--- src/rtl/cal_pkg.sv ---
// Shared types for the calibration adjuster.
// Assumes nothing beyond a synthesizable enum.
package cal_pkg;

    // Action taken on the current raw tick.
    typedef enum logic [1:0] {
        ACT_PASS = 2'd0,
        ACT_DROP = 2'd1,
        ACT_ADD  = 2'd2
    } cal_act_e;

endpackage

--- src/rtl/cal_spreader.sv ---
// Even-spreading correction scheduler.
// An accumulator of WIN_BITS bits adds the magnitude on every raw tick.
// Each carry out marks one tick for correction, so M corrections fall
// evenly across 2^WIN_BITS ticks.
// Assumes tick_in is a one-clock strobe and MAG_W <= WIN_BITS.
module cal_spreader #(
    parameter int WIN_BITS = 20,
    parameter int MAG_W    = 5
) (
    input  logic             clk,
    input  logic             rst_n,
    input  logic             tick_in,
    input  logic [MAG_W-1:0] mag,
    output logic             fire
);
    localparam int SUM_W = WIN_BITS + 1;

    logic [WIN_BITS-1:0] acc_q;
    logic [WIN_BITS-1:0] mag_ext;
    logic [SUM_W-1:0]    sum;

    // Widen the magnitude to the accumulator width.
    generate
        if (WIN_BITS > MAG_W) begin : g_pad
            assign mag_ext = {{(WIN_BITS-MAG_W){1'b0}}, mag};
        end else begin : g_cut
            assign mag_ext = mag[WIN_BITS-1:0];
        end
    endgenerate

    // Next accumulator value with its carry.
    always_comb begin
        sum  = {1'b0, acc_q} + {1'b0, mag_ext};
        fire = tick_in & sum[WIN_BITS];
    end

    // Advance the accumulator once per raw tick.
    always_ff @(posedge clk) begin
        if (!rst_n) begin
            acc_q <= '0;
        end else if (tick_in) begin
            acc_q <= sum[WIN_BITS-1:0];
        end
    end

    // The accumulator moves only on raw ticks.
    assert_acc_holds_R5: assert property (@(posedge clk) disable iff (!rst_n)
        !tick_in |=> $stable(acc_q));

endmodule

--- src/rtl/cal_gap_timer.sv ---
// Tick interval meter and insertion scheduler.
// Counts clocks between raw ticks. When asked to insert, it emits one
// single-cycle pulse half an interval after the current tick.
// Assumes ticks are at least four clocks apart; the counter saturates.
module cal_gap_timer #(
    parameter int CNT_W = 16
) (
    input  logic clk,
    input  logic rst_n,
    input  logic tick_in,
    input  logic arm,
    output logic ins_pulse
);
    localparam logic [CNT_W-1:0] CNT_MAX = '1;

    logic [CNT_W-1:0] gap_q;
    logic [CNT_W-1:0] wait_q;
    logic [CNT_W:0]   period;
    logic [CNT_W-1:0] half;

    // Interval just ended, and half of it.
    always_comb begin
        period = {1'b0, gap_q} + 1'b1;
        half   = period[CNT_W:1];
    end

    // Clocks since the last raw tick, saturating.
    always_ff @(posedge clk) begin
        if (!rst_n) begin
            gap_q <= '0;
        end else if (tick_in) begin
            gap_q <= '0;
        end else if (gap_q != CNT_MAX) begin
            gap_q <= gap_q + 1'b1;
        end
    end

    // Countdown to the inserted pulse.
    always_ff @(posedge clk) begin
        if (!rst_n) begin
            wait_q <= '0;
        end else if (tick_in && arm) begin
            wait_q <= half;
        end else if (wait_q != '0) begin
            wait_q <= wait_q - 1'b1;
        end
    end

    assign ins_pulse = (wait_q == {{(CNT_W-1){1'b0}}, 1'b1});

    // An armed countdown is never left pending.
    assert_wait_counts_R4: assert property (@(posedge clk) disable iff (!rst_n)
        (!tick_in && wait_q != '0) |=> wait_q == $past(wait_q) - 1'b1);

endmodule

--- src/rtl/cal_ref_div.sv ---
// Reference square-wave divider.
// Counts raw ticks and exposes the counter MSB as the calibration wave.
// Assumes tick_in is the uncorrected strobe.
module cal_ref_div #(
    parameter int REF_DIV_W = 6
) (
    input  logic clk,
    input  logic rst_n,
    input  logic tick_in,
    output logic wave
);
    logic [REF_DIV_W-1:0] div_q;

    // Count raw ticks modulo 2^REF_DIV_W.
    always_ff @(posedge clk) begin
        if (!rst_n) begin
            div_q <= '0;
        end else if (tick_in) begin
            div_q <= div_q + 1'b1;
        end
    end

    assign wave = div_q[REF_DIV_W-1];

    // The wave changes only after a raw tick.
    assert_wave_steps_R8: assert property (@(posedge clk) disable iff (!rst_n)
        !tick_in |=> $stable(wave));

endmodule

--- src/rtl/cal_trim_top.sv ---
// Digital clock calibration adjuster, top level.
// Deletes or inserts ticks of a 32.768 kHz strobe, spread across a window,
// and muxes the shared pin between power-fail and the reference wave.
// Assumes tick_in is synchronous to clk, one clock wide, and spaced by
// at least four clocks.
module cal_trim_top #(
    parameter int WIN_BITS  = 20,
    parameter int MAG_W     = 5,
    parameter int CNT_W     = 16,
    parameter int REF_DIV_W = 6
) (
    input  logic             clk,
    input  logic             rst_n,
    input  logic             cal_en,
    input  logic             cal_sign,
    input  logic [MAG_W-1:0] cal_mag,
    input  logic             pf_in,
    input  logic             tick_in,
    output logic             tick_out,
    output logic             pin_out
);
    import cal_pkg::*;

    logic     fire;
    logic     ins_pulse;
    logic     ref_wave;
    cal_act_e act;

    cal_spreader #(.WIN_BITS(WIN_BITS), .MAG_W(MAG_W)) i_spread (
        .clk(clk), .rst_n(rst_n), .tick_in(tick_in), .mag(cal_mag), .fire(fire)
    );

    cal_gap_timer #(.CNT_W(CNT_W)) i_gap (
        .clk(clk), .rst_n(rst_n), .tick_in(tick_in),
        .arm(act == ACT_ADD), .ins_pulse(ins_pulse)
    );

    cal_ref_div #(.REF_DIV_W(REF_DIV_W)) i_ref (
        .clk(clk), .rst_n(rst_n), .tick_in(tick_in), .wave(ref_wave)
    );

    // Decide what happens to the current raw tick.
    always_comb begin
        if (!fire)         act = ACT_PASS;
        else if (cal_sign) act = ACT_DROP;
        else               act = ACT_ADD;
    end

    // Register the corrected strobe.
    always_ff @(posedge clk) begin
        if (!rst_n) begin
            tick_out <= 1'b0;
        end else begin
            tick_out <= (tick_in && act != ACT_DROP) || ins_pulse;
        end
    end

    // Shared pin selection.
    assign pin_out = cal_en ? ref_wave : pf_in;

    // A deleted tick never reaches the output.
    assert_drop_masks_R3: assert property (@(posedge clk) disable iff (!rst_n)
        (tick_in && act == ACT_DROP && !ins_pulse) |=> !tick_out);

    // A passed tick shows up one clock later.
    assert_pass_delay_R2: assert property (@(posedge clk) disable iff (!rst_n)
        (tick_in && act != ACT_DROP) |=> tick_out);

    // Output pulses are one clock wide.
    assert_single_pulse_R9: assert property (@(posedge clk) disable iff (!rst_n)
        $rose(tick_out) |=> !tick_out);

endmodule

--- config.mk ---
export PLATFORM = sky130hd
export DESIGN_NAME = cal_trim_top
export DESIGN_NICKNAME = d
export VERILOG_FILES = /design/src/rtl/cal_pkg.sv /design/src/rtl/cal_spreader.sv /design/src/rtl/cal_gap_timer.sv /design/src/rtl/cal_ref_div.sv /design/src/rtl/cal_trim_top.sv
export SDC_FILE = /design/constraint.sdc
export NUM_CORES = 1
export LEC_CHECK = 0
export ABC_AREA = 1
export BUFFER_PORTS_ARGS = -buffer_cell sky130_fd_sc_hd__buf_4
export CORE_MARGIN = 2
export CORE_UTILIZATION = 62
export CTS_BUF_LIST = sky130_fd_sc_hd__clkbuf_4
export DETAILED_ROUTE_END_ITERATION = 12
export PLACE_DENSITY = 0.82
export SLEW_MARGIN = 20
export SYNTH_ARGS = -nofsm -noshare
export SYNTH_HDL_FRONTEND = slang
export SYNTH_HIERARCHICAL = 1
export SYNTH_SLANG_ARGS = --single-unit
export TNS_END_PERCENT = 10
--- constraint.sdc ---
create_clock -name clk -period 3.1 [get_ports clk]
set_clock_uncertainty 0.15 [all_clocks]
set_input_delay 0.155 -clock clk [delete_from_list [all_inputs] [get_ports clk]]
set_output_delay 0.155 -clock clk [all_outputs]
set_load 0.03 [all_outputs]
==> qor.yml <==
run_status:
  status: "completed"
die:
  die-area_sq_um: 6410
  ios: 13
  num_rows: 27
  core_area_sq_um: 5540
  initial_core_util_pct: 64.75
  dieWidth_um: 80.07
  die_y_um: 80.07
synth:
  synth_top_area_cell: "dfxtp_1"
  yosysWarningCount: 6
  synth_top_area_share_pct: 32.93
  ys_seq_elements: 59
  syn_nets: 585
  ys_types: 33
  synth-seq-area-share_pct: 32.93
  synth_area_sq_um: 3587
  syn_inst: 564
  synth.area.top_cells: "dfxtp_1 (33%), nand2_1 (15%), nor2_1 (9.7%)"
  syn_avg_cell_area_sq_um: 6.360
setup_path:
  cp.arrival_ns: 3.01
  worstPathRequired_ns: 3.28
  path_class: "in -> reg"
  crit_start: "cal_mag[0]"
  worstSetupEndpointType: "register"
  worstPathMaxFanout: 13
  reg2reg_from: "i_spread/acc_q[0]$_SDFFE_PN0P_"
  cp-start-kind: "input pin"
placed_design:
  io_buffers: 12
  dp_hpwl_mm: 5.879
  dp_slack_ns: 0.2778
  gp_congestion: 0.9247
global_route:
  grt_pass1_wl_mm: 13.77
  grtUsageTotal_pct: 27.40
  grt_pass1_vias: 3244
  overflow: 0
  antenna_found_initial: 0
  grt_start_max_net_pins: 46
sta:
  max_freq_mhz: 353.7
  slew_headroom_pct: 65.82
  grt_setup_unrepaired: "no"
  finalMaxSlewViolations: 0
  setup_violations: 0
  fin_ws_ns: 0.2729
  finalHoldViolations: 0
  fin_crit_sh_pct: 91.20
  worst_slew_pin_slew_ns: 0.5108
  period_minus_slack_ns: 2.827
  setup_tns_ns: 0
job:
  drv_cap: 0
finish:
  drive_gt1_share_pct: 10.56
  antennaDiodeCount: 0
  areaGrowthSynthToFinish_pct: 8.615
  nNetsFinal: 603
  final_common_cell: "nand2_1"
  final_cell_mix: "nand2_1 (140), nor2_1 (93), inv_1 (76)"
routing:
  ant_nets: 0
  wl_mm: 8.156
  wl_met3_um: 500
  drt_iter0_drc: 222
  wl_met2_mm: 3.612
  drtPass1Iterations: 5
  viasPerCell: 5.366
  m1WireLength_mm: 3.898
  vias: 3536
  drc_errors: 0
  highest_layer: "met4"
  detail_route.wl_per_cell_um: 12.38
cts:
  path_clk_slew_ns: 0.10
  cts_sinks: 59
  post_cts_buffers: 0
  cts_tree: "done"
  cts_buffer_depth: 2
  clock_latency_ns: 0.41
  cts-buffers-inserted: 9
  htree_levels: 3
  clockRootBuffer: "clkbuf_4"
hold_path:
  min_path_type: "in -> reg"
  hold_start: "tick_in"
power_and_ir_drop:
  leakage_nw: 1.766
  power_density_nw_per_um2: 543.1
  peakVddDrop_mv: 0.3305
[Yosys cell counts (all sizes together)]
library cell  number
nand2            151
nor2             102
inv               77
dfxtp             59
nand3             58
a21oi             29
o21ai             18
nand4             16
ha                 9
clkbuf             7
xor2               7
xnor2              6
or2                5
buf                4
nand3b             4
nor3               4
nor4               2
o211ai             2
and2               1
clkinv             1
fa                 1
o21bai             1
[kinds of logic after synthesis]
family	Yosys count	synth area share, %
buffers and inverters	89	9.696
xor gates and xnor gates	13	3.174
AOI/OAI and AO/OA	50	7.395
DFF	59	32.93
adders and majority gates	10	3.697
and+or+nand+nor	343	43.11
[state kept, by name, indices dropped and copies added (netlist names)]
name / flops
i_ref/div_q: 6
i_gap/gap_q: 16
i_gap/wait_q: 16
i_spread/acc_q: 20
tick_out: 1
[worst max-delay path, stage by stage]
cell,delay [ns]
dlygate4sd3_1,0.53
buf_4,0.10
ha_1,0.15
inv_1,0.05
fa_1,0.40
inv_1,0.07
nand2_1,0.04
nand2_1,0.10
nand3_1,0.10
nand2_2,0.14
inv_1,0.07
nor4_2,0.18
inv_1,0.06
nor2_1,0.09
nand2_1,0.11
buf_4,0.23
nand3_2,0.19
o21ai_0,0.12
nor3_1,0.13
[routing by layer]
layer	global-route usage [%]	vias to the layer above
met4	10.85	0
li1	-	1818
met1	36.47	1586
met2	42.58	113
met5	0	-
met3	6.854	19
[final cells by class]
type | instances | area [sq um]
clock buffers | 13 | 97.59
fillers | 503 | 1644
inverters | 78 | 296.5
well taps | 72 | 90.09
multi-input cells | 416 | 2068
flip-flops and latches | 59 | 1181
clock inverters | 3 | 15.01
repair buffers | 18 | 147.6
[path summary, 6_finish.rpt]
kind / endpoint / slack, ns / cells after the start
worst max-delay path: i_gap/wait_q[3]$_SDFFE_PN0P_ / 0.27 / 19
worst min-delay path: i_ref/div_q[0]$_SDFFE_PN0P_ / 0.04 / 2
worst max register to register: i_gap/wait_q[3]$_SDFFE_PN0P_ / 0.31 / 17
worst min register to register: i_ref/div_q[4]$_SDFFE_PN0P_ / 0.36 / 2
[report_power, final]
group	internal, mW	switching, mW	leakage (nW)	total, mW
logic	0.281	0.481	1.21	0.763
clock network	0.198	0.268	0.0715	0.465
registers	0.827	0.0613	0.480	0.888
total	1.31	0.810	1.77	2.12
[through the flow]
step                cell area [sq um]  power, mW  hold slack [ns]  std cells  utilization (%)
floorplan                        3587      1.473          0.09436        564                -
global placement                 3720      1.610           0.3129        638            67.14
global route                     3896      2.274          0.03497        659            70.33
detailed placement               3720      1.633           0.3050        638            67.14
finish                           3896      2.116          0.03837        659            70.33
CTS                              3882      2.107          0.02230        659            70.08
[what timing repair did]
action	4_1_cts	5_1_grt
endpoints found under the setup margin	0	10
hold endpoints to repair	24	0
gates resized for setup	0	3
hold buffers	5	0
No activity file was read; power rests on OpenSTA's default activity.
